$ cat src/rtl/fuse_autoread.sv
module fuse_autoread #(
  parameter int WORDS        = 32,
  parameter int SECURE_WORDS = 24,
  parameter int WADDR_W      = 10,
  parameter int STROBE_CYC   = 4
) (
  input  logic        clk,
  input  logic        rst_n,
  input  logic        bus_wr,
  input  logic [7:0]  bus_addr,
  input  logic [31:0] bus_wdata,
  input  logic        bus_secure,
  output logic [31:0] bus_rdata,
  output logic        irq
);
  localparam logic [7:0] A_STAT = 8'h18;
  localparam logic [7:0] A_DOUT = 8'h20;
  localparam logic [7:0] A_CTRL = 8'h24;
  localparam int CNT_W = (STROBE_CYC > 1) ? $clog2(STROBE_CYC) : 1;
  localparam logic [CNT_W-1:0] CNT_LAST = CNT_W'(STROBE_CYC - 1);

  localparam logic [2:0] S_IDLE = 3'd0, S_SEL = 3'd1, S_STRB = 3'd2,
                         S_CAP  = 3'd3, S_DONE = 3'd4;

  logic [2:0]         state;
  logic [CNT_W-1:0]   cnt;
  logic [WADDR_W-1:0] addr_q;
  logic               en_q, sec_q, done_q;
  logic [31:0]        arr_q, dout_q;

  function automatic logic [31:0] fuse_word(input logic [WADDR_W-1:0] w);
    logic [31:0] r;
    r = '0;
    if (int'(w) < WORDS)
      for (int i = 0; i < 4; i++)
        r[i*8 +: 8] = 8'((int'(w) * 4 + i) * 29 + 91);
    return r;
  endfunction

  wire wr_ctrl = bus_wr && (bus_addr == A_CTRL);
  wire wr_stat = bus_wr && (bus_addr == A_STAT);
  wire busy    = (state != S_IDLE);
  wire strobe  = (state == S_STRB);
  wire deny    = !sec_q && (addr_q < WADDR_W'(SECURE_WORDS));
  wire unused_ok = &{1'b0, bus_wdata[31:26], bus_wdata[15:2]};

  always_ff @(posedge clk or negedge rst_n)
    if (!rst_n) begin
      state <= S_IDLE;
      cnt   <= '0;
    end else begin
      case (state)
        S_IDLE: if (wr_ctrl && bus_wdata[1:0] == 2'b11) state <= S_SEL;
        S_SEL: begin
          state <= S_STRB;
          cnt   <= '0;
        end
        S_STRB: if (cnt == CNT_LAST) state <= S_CAP;
                else cnt <= cnt + 1'b1;
        S_CAP:  state <= S_DONE;
        default: state <= S_IDLE;
      endcase
    end

  always_ff @(posedge clk or negedge rst_n)
    if (!rst_n) begin
      en_q   <= 1'b0;
      addr_q <= '0;
      sec_q  <= 1'b0;
    end else if (!busy && wr_ctrl) begin
      en_q   <= bus_wdata[0];
      addr_q <= bus_wdata[16 +: WADDR_W];
      sec_q  <= bus_secure;
    end

  always_ff @(posedge clk or negedge rst_n)
    if (!rst_n)      arr_q <= '0;
    else if (strobe) arr_q <= fuse_word(addr_q);

  always_ff @(posedge clk or negedge rst_n)
    if (!rst_n)                 dout_q <= '0;
    else if (state == S_CAP)    dout_q <= deny ? '0 : arr_q;

  always_ff @(posedge clk or negedge rst_n)
    if (!rst_n)                       done_q <= 1'b0;
    else if (state == S_CAP)          done_q <= 1'b1;
    else if (wr_stat && bus_wdata[0]) done_q <= 1'b0;

  always_comb begin
    bus_rdata = '0;
    case (bus_addr)
      A_STAT: bus_rdata = {31'b0, done_q};
      A_DOUT: bus_rdata = dout_q;
      A_CTRL: begin
        bus_rdata[16 +: WADDR_W] = addr_q;
        bus_rdata[1] = busy;
        bus_rdata[0] = en_q;
      end
      default: bus_rdata = '0;
    endcase
  end

  assign irq = done_q;
endmodule

$ cat config.mk
export PLATFORM = sky130hd
export DESIGN_NAME = fuse_autoread
export DESIGN_NICKNAME = d
export VERILOG_FILES = /design/src/rtl/fuse_autoread.sv
export SDC_FILE = /design/constraint.sdc
export NUM_CORES = 1
export LEC_CHECK = 0
export ABC_AREA = 1
export BUFFER_PORTS_ARGS = -buffer_cell sky130_fd_sc_hd__buf_2
export CAP_MARGIN = 20
export CORE_MARGIN = 3
export CORE_UTILIZATION = 60
export CTS_BUF_LIST = sky130_fd_sc_hd__clkbuf_2 sky130_fd_sc_hd__clkbuf_4 sky130_fd_sc_hd__clkbuf_8
export DETAILED_ROUTE_END_ITERATION = 16
export PLACE_DENSITY = 0.86
export SLEW_MARGIN = 10
export SYNTH_ARGS = -nofsm -noshare
export SYNTH_HDL_FRONTEND = slang
export SYNTH_SLANG_ARGS = --single-unit
$ cat constraint.sdc
create_clock -name clk -period 7.25 [get_ports clk]
set_input_delay 0.3625 -clock clk [delete_from_list [all_inputs] [get_ports clk]]
set_output_delay 0.3625 -clock clk [all_outputs]
set_load 0.05 [all_outputs]
## Yosys cells after proc, flatten, opt, wreduce, memory -nomap -nowiden

Cells that the tools add are included.

- Bits in registers: 82
- Input port bits: 44
- Output and inout bits: 33

- $add $sub $neg: 8
- $mul: 4
- Order comparisons: 2
- Equality and inequality tests: 11
- Multiplexer cells: 13
- Reductions and logical operators: 14

Operators with widths:

| kind | count |
|---|---|
| $mux W32 | 2 |
| $mul A13 B5 Y8 const B | 3 |
| $add A8 B7 Y8 const B | 4 |
| $add A12 B2 Y13 const B | 2 |
| $pmux W10 S2 | 1 |
| $eq A8 B6 Y1 const B | 2 |
| $mux W14 | 1 |
| $add A12 B1 Y13 const B | 1 |
| $pmux W3 S4 | 1 |
| $lt A10 B5 Y1 const B | 1 |
| $lt A10 B6 Y1 const B | 1 |
| $mul A10 B5 Y6 const B | 1 |
| $eq A8 B5 Y1 const B | 1 |
| $eq A3 B2 Y1 const B | 2 |
| $logic_and A1 B1 Y1 | 6 |
| $mux W3 | 2 |
| $mux W6 | 1 |
| $pmux W2 S3 | 1 |
| $eq A2 B2 Y1 const B | 2 |
| $ne A2 B2 Y1 const B | 2 |
| $pmux W2 S2 | 1 |
| $reduce_and A2 Y1 | 2 |
| $reduce_bool A2 Y1 | 2 |
| $eq A3 B1 Y1 const B | 1 |
| 7 further kinds | 9 |

## Longest topological paths before layout

Gate-level depths: netlist (run 1).

- Depth in word-level cells: 5
- Depth in mapped cells: 17
- Mapped depth without buffers: 17

## Worst setup path after synthesis (run 1)

Ideal clock, no wire load.

- Path type: register to register
- From: register addr_q[0]
- To: register arr_q[7]
- Setup time: 127 ps
- Data arrival time: 2740 ps
- Path slack: 4383 ps
- Cell stages (with the launch flop): 13
- Buffers on the path: 0
- Period minus slack after synthesis: 2867 ps
- Cells stage by stage: dfrtp_1 > inv_1 > fa_1 > inv_1 > ha_1 > ha_1 > fa_1 > inv_1 > o21ai_0 > xnor2_1 > inv_1 > a21oi_1 > o21ai_0

- Word-level cells in the longest chain between the ends: 3
- Elaborated cells on any way between the ends: 4
- Those cells by class: add/sub (1); mul (1); order compare (1); mux (1)

Ends and longest elaborated chain:

| element | RTL line | RTL |
|---|---|---|
| start: declaration | 27 | `logic [WADDR_W-1:0] addr_q;` |
| start signal: assignment | 72 | `addr_q <= bus_wdata[16 +: WADDR_W];` |
| $mul A10 B5 Y6 | 36 | `r[i*8 +: 8] = 8'((int'(w) * 4 + i) * 29 + 91);` |
| $add A8 B7 Y8 | 36 |  |
| $mux W32 * | 34 | `if (int'(w) < WORDS)` |
| end signal: assignment | 78 | `else if (strobe) arr_q <= fuse_word(addr_q);` |
| end: declaration | 29 | `logic [31:0] arr_q, dout_q;` |

Mark *: on every way between the ends. The rest lies on a longest branch, timed or not.
A chain may end at the register's enable or synchronous reset.

## Worst setup path after layout (run 1)

- From: register addr_q[1]
- To: register arr_q[7]

Same word-level chain as after synthesis.

==> summary.txt, run 1 <==
Outcome
  • Outcome: finished clean

Route
  • 1st-pass router iterations: 4
  • Final antenna-violating net count: 0
  • Vias/cell: 5.35
  • Drt wl/cell: 14.2 um
  • Residual DRC count: 0
  • WL final: 8390 um
  • Starting DRC count in detailed routing: 185
  • DR vias: 3162

Layout
  • Antenna diodes: 0
  • # nets final: 590
  • Fillers: 457
  • Share of layout cells above drive strength 1: 0.167
  • Final Cell Area: 4270 sq um
  • Area grow syn2layout: 13.7%

Floorplan
  • # rows: 28
  • Die footprint: 7240 sq um
  • I/O pins: 77
  • Starting Density: 0.626
  • Core footprint: 5990 sq um
  • Die Wd: 85.1 um
  • Die height: 85.1 um

Clock tree
  • CTS tree: built
  • H-tree lvl count: 3
  • Total setup buffers inserted after CTS: 0
  • TritonCTS buffer count: 9
  • Post-CTS resize count: 0
  • Worst-skew pair later-pin latency: 0.35 ns
  • Root buf cell: clkbuf_8
  • Clock transition at path regs: 0.07 ns
  • Clock sinks: 62
  • Clock Tree Buf Depth: 2
  • CTS Hold Bufs: 0

STA
  • Final Hold Fails: 0
  • Hold WS: 0.170 ns
  • Maximum operating frequency: 302 MHz
  • Fin crit share: 0.457
  • Clock Skew: 0.00684 ns
  • RSZ-0062 raised after global routing: false
  • Slew margin rel.: 0.444
  • Min Clock Period, post-route: 3.32 ns
  • Pins Over Slew Limit: 0
  • # setup viols final: 0
  • Tightest Pin Transition: 0.833 ns
  • Final TNS setup: 0 ns

Setup path
  • Critical path type: flip-flop to flip-flop
  • Startpoint types: flip-flop
  • Critical Path End Type: flip-flop
  • WP data arrival: 3.55 ns
  • Critical Path RT: 7.48 ns
  • Crit Path Max Fanout: 9

Pwr
  • Power Dens Cells: 235 nW/um^2
  • Worst VDD drop: 126 uV
  • Lkg Pwr: 2.27 nW

Place
  • I/O Buffers: 54
  • Hpwl dp: 5930 um
  • Placement Cell Area: 4020 sq um
  • GPL Wtd Cong: 0.894

Global routing
  • GRT Residual Overflow: 0
  • GRT Total Usage: 0.249
  • Initial antenna violation count: 0
  • Largest net degree at the start of global routing: 63
  • Global-route wire length before repair: 14200 um
  • Vias in the first global route: 3136

Synth
  • Synth Area in Adders: 0.123
  • Simple-Gate Fraction of Synth Area: 0.219
  • Synth Flop Type: dfrtp_1
  • Post-synthesis mux area share: 0
  • Post-synth EDFFs: 0
  • Yosys Warn Count: 0
  • Count of cell types in the netlist: 34
  • Mapped Area: 3750 sq um
  • Largest family of logic cells by synthesized area: simple AND/OR/NAND/NOR gates
  • Yosys reg bits: 62
  • Mapped Cells: 463
  • Sequential area share after synthesis: 0.414
  • Compound-Gate Fraction of Synth Area: 0.115
  • Synth async-reset ratio: 1.00
  • Synth Area in XOR/XNOR: 0.0257
  • Synthesized area per cell: 8.10 sq um

Run
  • Number of max-cap violations: 0

Min path
  • Min-delay worst type: primary input to async pin
final cells by class:
cell class	count	area, sq um	area share
clock buffers	10	138	0.0323
clock inverters	6	85.1	0.0199
inverters	73	275	0.0645
multi-input cells	309	1820	0.426
flip-flops and latches	62	1550	0.364
well taps	75	93.8	0.0220
repair buffers	56	305	0.0716
metrics by stage:
stage | cells | setup WS (ns) | power (mW) | util
final | 591 | 3.93 | 1.00 | 0.712
after global routing | 591 | 3.78 | 1.06 | 0.712
after CTS | 590 | 3.92 | 0.990 | 0.707
after detailed placement | 574 | 3.95 | 0.649 | 0.670
after global placement | 574 | 4.02 | 0.636 | 0.670
after floorplan | 464 | 4.38 | 0.586 | -
critical path, cell delays in order, from the launching register on:
cell and delay [ns]:
dfrtp_1 0.60, inv_1 0.30, fa_1 0.56, inv_1 0.07, ha_1 0.28, ha_1 0.30, fa_1 0.51, inv_1 0.06
o21ai_0 0.09, xnor2_1 0.14, inv_1 0.07, a21oi_1 0.13, o21ai_0 0.10
cells in the mapped netlist (4+ instances only):
cell type,n,share of area
a21oi_1,5,0.0067
xor2_1,4,0.0093
ha_1,32,0.11
o22ai_1,5,0.0083
nor2_1,36,0.036
o21ai_0,46,0.061
nand3_1,55,0.073
inv_1,71,0.071
a21oi_2,9,0.021
buf_4,5,0.010
dfrtp_1,62,0.41
xnor2_1,7,0.016
nand2_1,83,0.083
clkbuf_1,11,0.011
layout by cell type, fill, tap and decap left out, drive strengths merged:
cell	instances
a22o	3
nand3	56
fa	3
inv	71
nand4	1
dfrtp	62
bufinv	2
nor3	4
a31oi	1
and2	1
a21o	1
ha	32
nand3b	2
o21ai	48
or2	3
clkinvlp	2
a21boi	1
xnor2	7
o31ai	1
o22ai	5
a21oi	14
clkbuf	10
clkinv	4
buf	56
nor2	36
nand2	84
conb	2
xor2	4
flip-flops by register name, summed over array words and instances, names as in the netlist:
| signal | count |
|---|---|
| irq | 1 |
| arr_q | 22 |
| en_q | 1 |
| cnt | 2 |
| sec_q | 1 |
| addr_q | 10 |
| dout_q | 22 |
| state | 3 |
routing by layer:
layer,global-route usage,vias up,share of wire
met5,0,-,0
met3,0.0612,15,0.071
met2,0.402,90,0.50
met4,0.117,0,0.017
li1,-,1575,-
met1,0.316,1482,0.41
power by group:
part	internal, mW	switching [mW]
registers	0.362	0.0129
clock network	0.201	0.142
logic	0.0972	0.185
kinds of logic after synthesis:
group / after synthesis
AOI/OAI and AO/OA: 74
xor gates and xnor gates: 11
adders and majority gates: 35
buffers and inverters: 93
DFF: 62
other: 1
and+or+nand+nor: 187
path summary, 6_finish.rpt:
path	startpoint	to	slack, ns	depth (start not counted)
max reg2reg	addr_q[1]$_DFFE_PN0P_	arr_q[7]$_DFFE_PN0P_	3.93	12
max	addr_q[1]$_DFFE_PN0P_	arr_q[7]$_DFFE_PN0P_	3.93	12
max in group asynchronous	rst_n	dout_q[5]$_DFFE_PN0P_	6.57	2
min reg2reg	arr_q[15]$_DFFE_PN0P_	arr_q[15]$_DFFE_PN0P_	0.48	2
min	rst_n	addr_q[9]$_DFFE_PN0P_	0.17	2
min in group clk	bus_wdata[20]	addr_q[4]$_DFFE_PN0P_	0.24	3
(Power assumes the default switching activity.)
==> inputs of run 2 (changes only) <==
--- a/config.mk
+++ b/config.mk
@@ -9,10 +9,10 @@
 export BUFFER_PORTS_ARGS = -buffer_cell sky130_fd_sc_hd__buf_2
 export CAP_MARGIN = 20
 export CORE_MARGIN = 3
-export CORE_UTILIZATION = 60
+export CORE_UTILIZATION = 52
 export CTS_BUF_LIST = sky130_fd_sc_hd__clkbuf_2 sky130_fd_sc_hd__clkbuf_4 sky130_fd_sc_hd__clkbuf_8
 export DETAILED_ROUTE_END_ITERATION = 16
-export PLACE_DENSITY = 0.86
+export PLACE_DENSITY = 0.79
 export SLEW_MARGIN = 10
 export SYNTH_ARGS = -nofsm -noshare
 export SYNTH_HDL_FRONTEND = slang
==> constraint.sdc (replaced) <==
create_clock -name clk -period 3 [get_ports clk]
set_input_delay 0.15 -clock clk [delete_from_list [all_inputs] [get_ports clk]]
set_output_delay 0.15 -clock clk [all_outputs]
set_load 0.05 [all_outputs]
==> run 2 against run 1 <==
Net effect: sequential power rose by 140%; die area rose by 14%; cell count rose by 5.1%; sequential cell count did not move; total power rose by 130%; hold slack got worse by 0.14 ns; combinational power rose by 150%; sequential share of layout area fell by 0.57 points; global-route usage fell by 3.5 points; critical path type unchanged; largest power group unchanged; highest routed layer unchanged.
==> summary.txt, run 2 (synthesis results as in run 1) <==
Outcome
  • Outcome: finished clean

Place
  • I/O Buffers: 54 (unchanged)
  • Pre-CTS setup slack: 0.100 ns (-3.85 ns)
  • GPL Wtd Cong: 0.865 (-3.2%)
  • Hpwl dp: 6390 um (+7.7%)
  • DP Cell Count: 604 (+5.2%)
  • Placement Cell Area: 4110 sq um (+2.3%)

Layout
  • Antenna diodes: 0 (unchanged)
  • Share of layout cells above drive strength 1: 0.187 (+0.0200)
  • Largest registers: arr_q x22, dout_q x22, addr_q x10
  • Final Cell Area: 4330 sq um (+1.6%)
  • Most common cell after layout, fill and taps aside: nand2_1
  • # nets final: 599 (+1.5%)
  • Area grow syn2layout: 15.5%
  • Post-Layout Cell Count: 621 (+5.1%)
  • Fillers: 612 (+34%)
  • Commonest non-fill, non-tap cells in the layout: 83 x nand2_1, 69 x inv_1, 62 x dfrtp_1, 55 x nand3_1, 54 x buf_2

STA
  • Setup ws final: 0.229 ns (-3.71 ns)
  • Maximum operating frequency: 361 MHz (+20%)
  • Slew margin rel.: 0.341 (-0.103)
  • Final TNS setup: 0 ns (unchanged)
  • Pins Over Slew Limit: 0 (unchanged)
  • Min Clock Period, post-route: 2.77 ns (-0.545 ns)
  • Final Hold Fails: 0 (unchanged)
  • RSZ-0062 raised after global routing: false
  • # setup viols final: 0 (unchanged)
  • Fin crit share: 0.924 (+0.466)
  • Clock Skew: 0.00866 ns (+0.00183 ns)
  • Tightest Pin Transition: 0.989 ns (+0.156 ns)

Floorplan
  • Starting Density: 0.543 (-0.0830)
  • Die Wd: 90.9 um (+6.9%)
  • Die footprint: 8270 sq um (+14%)
  • Die height: 90.9 um (+6.9%)
  • Core footprint: 6910 sq um (+15%)
  • # rows: 30 (+7.1%)
  • I/O pins: 77 (unchanged)

Setup path
  • Reg2reg start: addr_q[0]$_DFFE_PN0P_
  • Flop-to-flop setup slack: 0.23 ns (-3.71 ns)
  • Reg2Reg Depth: 13 (+1)
  • Startpoint types: flip-flop
  • Crit Path Max Fanout: 3 (-6)
  • Crit path to: arr_q[7]$_DFFE_PN0P_
  • WP data arrival: 3.05 ns (-0.50 ns)
  • Launch point of the worst path: addr_q[0]$_DFFE_PN0P_
  • Critical Path RT: 3.28 ns (-4.20 ns)
  • Critical path type: flip-flop to flip-flop
  • FF-to-FF End: arr_q[7]$_DFFE_PN0P_
  • Critical Path End Type: flip-flop

Route
  • Starting DRC count in detailed routing: 176 (-4.9%)
  • WL final: 8440 um (+0.67%)
  • Final antenna-violating net count: 0 (unchanged)
  • DR vias: 3139 (-0.73%)
  • Drt wl/cell: 13.6 um (-4.2%)
  • Residual DRC count: 0 (unchanged)
  • Vias/cell: 5.05 (-5.5%)
  • 1st-pass router iterations: 4 (unchanged)

Global routing
  • Global-route wire length before repair: 14300 um (+0.83%)
  • GRT Total Usage: 0.214 (-0.0348)
  • Largest net degree at the start of global routing: 46 (-27%)
  • Initial antenna violation count: 0 (unchanged)
  • Vias in the first global route: 3084 (-1.7%)
  • GRT Residual Overflow: 0 (unchanged)

Clock tree
  • Clock transition at path regs: 0.08 ns (about the same)
  • Root buf cell: clkbuf_8
  • Clock Tree Buf Depth: 2 (unchanged)
  • Clock sinks: 62 (unchanged)
  • CTS tree: built
  • Worst-skew pair later-pin latency: 0.35 ns (about the same)
  • H-tree lvl count: 3 (unchanged)
  • TritonCTS buffer count: 9 (unchanged)

Pwr
  • Power Dens Cells: 538 nW/um^2 (+130%)
  • Lkg Pwr: 2.30 nW (+0.99%)
  • Worst VDD drop: 297 uV (+140%)

Min path
  • Min-delay worst type: primary input to flip-flop
  • Hold Crit Start: bus_secure

Run
  • Number of max-cap violations: 0 (unchanged)
[run 2: cell count changes in the layout (fill, tap and decap cells not counted), sizes merged]
cell / change
buf: +8
bufinv: -1
clkbuf: -1
clkinv: +2
clkinvlp: -1
dlygate4sd3: +1
inv: +1
[run 2: repair_timing]
| item | in CTS | in global routing |
|---|---|---|
| hold endpoints to repair | 34 | 0 |
| gates resized for setup | 0 | 5 |
| hold buffers | 1 | 0 |
| endpoints found under the setup margin | 0 | 1 |
| buffers inserted | 0 | 0 |
[run 2: final cells by class]
class	instances	area, sq um	area share
inverters	73	275	0.0635
clock inverters	7	73.8	0.0170
clock buffers	9	124	0.0286
flip-flops and latches	62	1550	0.358
multi-input cells	309	1830	0.423
repair buffers	65	355	0.0820
well taps	96	120	0.0277
[run 2: power breakdown]
group / total, mW / internal, mW / switching, mW
registers: 0.902 / 0.874 / 0.0279
clock network: 0.735 / 0.386 / 0.349
logic: 0.693 / 0.236 / 0.456
[run 2: worst min path at each step]
stage | endpoint | cells past startpoint
after floorplan | addr_q[0]$_DFFE_PN0P_ | 0
after global placement | addr_q[8]$_DFFE_PN0P_ | 1
after detailed placement | addr_q[8]$_DFFE_PN0P_ | 1
after CTS | sec_q$_DFFE_PN0P_ | 3
after global routing | sec_q$_DFFE_PN0P_ | 3
final | sec_q$_DFFE_PN0P_ | 3
[run 2: layer usage]
| layer | vias up | track usage | routed length, um |
|---|---|---|---|
| li1 | 1589 | - | - |
| met1 | 1464 | 0.277 | 3720 |
| met2 | 76 | 0.363 | 4160 |
| met3 | 10 | 0.0447 | 461 |
| met4 | 0 | 0.0628 | 98 |
| met5 | - | 0 | 0 |
[run 2: stage by stage]
step	util	hold WS, ns	total power [mW]
after detailed placement	0.595	0.365	1.59
after global routing	0.627	0.0463	2.50
after floorplan	-	-0.146	1.42
after CTS	0.625	0.0255	2.33
final	0.627	0.0330	2.33
after global placement	0.595	0.346	1.57
[run 2: worst max-delay path, cell delays in order (launching register included)]
cell and delay, ns:
dfrtp_1 0.35, inv_1 0.08, fa_1 0.54, inv_1 0.08
ha_1 0.32, ha_4 0.28, fa_1 0.42, inv_2 0.08
o21ai_0 0.09, xnor2_1 0.15, inv_1 0.08, nand3_1 0.07
nand2_1 0.05, o21ai_1 0.12
==> inputs of run 3 (changes only) <==
--- a/config.mk
+++ b/config.mk
@@ -9,10 +9,9 @@
 export BUFFER_PORTS_ARGS = -buffer_cell sky130_fd_sc_hd__buf_2
 export CAP_MARGIN = 20
 export CORE_MARGIN = 3
-export CORE_UTILIZATION = 52
-export CTS_BUF_LIST = sky130_fd_sc_hd__clkbuf_2 sky130_fd_sc_hd__clkbuf_4 sky130_fd_sc_hd__clkbuf_8
+export CORE_UTILIZATION = 55
 export DETAILED_ROUTE_END_ITERATION = 16
-export PLACE_DENSITY = 0.79
+export PLACE_DENSITY = 0.8
 export SLEW_MARGIN = 10
 export SYNTH_ARGS = -nofsm -noshare
 export SYNTH_HDL_FRONTEND = slang
==> constraint.sdc (replaced) <==
create_clock -name clk -period 2.7 [get_ports clk]
set_input_delay 0.135 -clock clk [delete_from_list [all_inputs] [get_ports clk]]
set_output_delay 0.135 -clock clk [all_outputs]
set_load 0.05 [all_outputs]
==> run 3 against run 2 <==
Net effect: combinational power grew 29%; via count grew 4.9%; register-to-register slack lost 0.17 ns; first-iteration DRC count grew 14%; critical path depth is the same; maximum frequency grew 4.7%; total power grew 18%; cell count shrank 2.4%; die area shrank 5.1%; critical path type unchanged.
==> summary.txt, run 3 (synthesis results as in run 1) <==
Route
  • Drt wl/cell: 14.6 um (+7.2%)
  • Residual DRC count: 0 (unchanged)
  • 1st-pass router iterations: 4 (unchanged)
  • DR vias: 3294 (+4.9%)
  • Final antenna-violating net count: 0 (unchanged)
  • Vias/cell: 5.44 (+7.5%)
  • Starting DRC count in detailed routing: 201 (+14%)
  • WL final: 8830 um (+4.7%)

Setup path
  • Top delay family on crit path: adder cells
  • Reg2Reg Depth: 13 (unchanged)
  • Crit path cell chain: inv_4, fa_1, inv_2, ha_4, ha_4, fa_1, inv_2, o21ai_2, xnor2_1, inv_1, nand3_1, nand2_1, o21ai_2
  • Flop-to-flop setup slack: 0.05 ns (-0.17 ns)
  • WP data arrival: 2.92 ns (-0.13 ns)
  • Startpoint types: flip-flop
  • Critical path type: flip-flop to flip-flop
  • Critical Path End Type: flip-flop
  • Max stage delay on crit path: 0.56 ns (+0.02 ns)
  • Crit path to: arr_q[7]$_DFFE_PN0P_
  • Launch point of the worst path: addr_q[1]$_DFFE_PN0P_
  • Critical Path RT: 2.98 ns (-0.30 ns)
  • Cell count along the critical path: 13 (unchanged)
  • Buf/Inv on CP: 4 (unchanged)
  • Reg2reg start: addr_q[1]$_DFFE_PN0P_
  • Crit Path Max Fanout: 2 (-1)
  • FF-to-FF End: arr_q[7]$_DFFE_PN0P_
  • Slowest CP cell: fa_1

Floorplan
  • Die Wd: 88.6 um (-2.6%)
  • I/O pins: 77 (unchanged)
  • Die height: 88.6 um (-2.6%)
  • Core footprint: 6490 sq um (-6.0%)
  • Starting Density: 0.578 (+0.0344)
  • Die footprint: 7850 sq um (-5.1%)
  • # rows: 29 (-3.3%)

STA
  • Setup ws final: 0.0539 ns (-0.175 ns)
  • RSZ-0062 raised after global routing: true
  • # setup viols final: 0 (unchanged)
  • Min Clock Period, post-route: 2.65 ns (-0.125 ns)
  • Pins Over Slew Limit: 0 (unchanged)
  • Fin crit share: 0.980 (+0.0562)
  • Clock Skew: 0.00846 ns (-0.000203 ns)
  • Maximum operating frequency: 378 MHz (+4.7%)
  • Slew margin rel.: 0.467 (+0.126)
  • Tightest Pin Transition: 0.799 ns (-0.189 ns)
  • Final TNS setup: 0 ns (unchanged)
  • Final Hold Fails: 0 (unchanged)

Global routing
  • GRT Residual Overflow: 0 (unchanged)
  • GRT Total Usage: 0.244 (+0.0300)
  • Largest net degree at the start of global routing: 48 (+4.3%)
  • Vias in the first global route: 3179 (+3.1%)
  • Global-route wire length before repair: 14700 um (+2.6%)
  • Initial antenna violation count: 0 (unchanged)

Min path
  • Min-delay worst type: primary input to flip-flop

Layout
  • Fillers: 507 (-17%)
  • Layout Utilization: 0.685 (+0.0577)
  • Antenna diodes: 0 (unchanged)
  • Commonest non-fill, non-tap cells in the layout: 83 x nand2_1, 67 x inv_1, 60 x dfrtp_1, 55 x nand3_1, 54 x buf_2
  • Share of layout cells above drive strength 1: 0.217 (+0.0307)
  • Largest registers: arr_q x22, dout_q x22, addr_q x10
  • Area grow syn2layout: 18.6%
  • # nets final: 603 (+0.67%)
  • Most common cell after layout, fill and taps aside: nand2_1

Clock tree
  • Root buf cell: clkbuf_8
  • Worst-skew pair later-pin latency: 0.34 ns (about the same)
  • Clock transition at path regs: 0.07 ns (about the same)
  • TritonCTS buffer count: 9 (unchanged)
  • H-tree lvl count: 3 (unchanged)
  • CTS tree: built
  • Clock sinks: 62 (unchanged)
  • Clock Tree Buf Depth: 2 (unchanged)

Pwr
  • Power Dens Cells: 616 nW/um^2 (+15%)
  • Worst VDD drop: 313 uV (+5.3%)
  • Lkg Pwr: 2.32 nW (+1.1%)

Run
  • Number of max-cap violations: 0 (unchanged)

Place
  • Pre-CTS setup slack: -0.0401 ns (-0.140 ns)
  • I/O Buffers: 54 (unchanged)
  • Hpwl dp: 6300 um (-1.4%)
  • GPL Wtd Cong: 0.939 (+8.6%)

Outcome
  • Outcome: finished clean
==> run 3: worst min-delay path by stage <==
stage                       endpoint  slack [ns]           from  depth (start not counted)
2_1_floorplan  addr_q[0]$_DFFE_PN0P_       -0.16          rst_n                          0
3_3_place_gp   addr_q[6]$_DFFE_PN0P_        0.06          rst_n                          1
3_5_place_dp   addr_q[6]$_DFFE_PN0P_        0.07          rst_n                          1
4_1_cts        addr_q[1]$_DFFE_PN0P_        0.02  bus_wdata[17]                          3
5_1_grt        addr_q[9]$_DFFE_PN0P_        0.03  bus_wdata[25]                          3
6_report       addr_q[4]$_DFFE_PN0P_        0.03  bus_wdata[20]                          3
==> run 3: cell type report <==
cell class | count | area, sq um | share of cell area
multi-input combinational | 309 | 1900 | 0.428
sequential | 62 | 1550 | 0.349
timing repair buffer | 69 | 405 | 0.0911
inverter | 73 | 280 | 0.0630
clock buffer | 11 | 151 | 0.0340
tap | 77 | 96.3 | 0.0217
clock inverter | 5 | 57.6 | 0.0129
==> run 3: power by group <==
group / switching (mW) / leakage (nW) / internal [mW] / total, mW
logic: 0.557 / 1.41 / 0.336 / 0.893
clock network: 0.372 / 0.0976 / 0.475 / 0.847
registers: 0.0303 / 0.810 / 0.972 / 1.00
==> run 3: layer usage <==
metal  track usage  wire length [um]
met1         0.308              3670
met2         0.406              4340
met3        0.0587               625
met4        0.0962               200
met5             0                 0
==> run 3: what timing repair did <==
action	in CTS	in global routing
hold buffers	1	0
hold endpoints to repair	15	0
pin swaps	2	4
setup endpoints to repair	2	5
buffers inserted	0	1
gates resized for setup	3	10
==> run 3: through the flow <==
stage / area, sq um / power (mW) / cells / hold slack (ns)
after floorplan: 3770 / 1.58 / 464 / -0.161
after global placement: 4120 / 1.76 / 587 / 0.0620
after detailed placement: 4120 / 1.80 / 587 / 0.0695
after CTS: 4360 / 2.65 / 604 / 0.0217
after global routing: 4450 / 2.92 / 606 / 0.0308
final: 4450 / 2.74 / 606 / 0.0327
==> run 3: worst reg2reg max path: cells and delay by family (launching register included) <==
family | cells | cell delay [ns]
AOI/OAI and AO/OA | 2 | 0.20
xor gates and xnor gates | 1 | 0.13
adders and majority gates | 4 | 1.52
buffers and inverters | 4 | 0.23
DFF | 1 | 0.39
and+or+nand+nor | 2 | 0.13
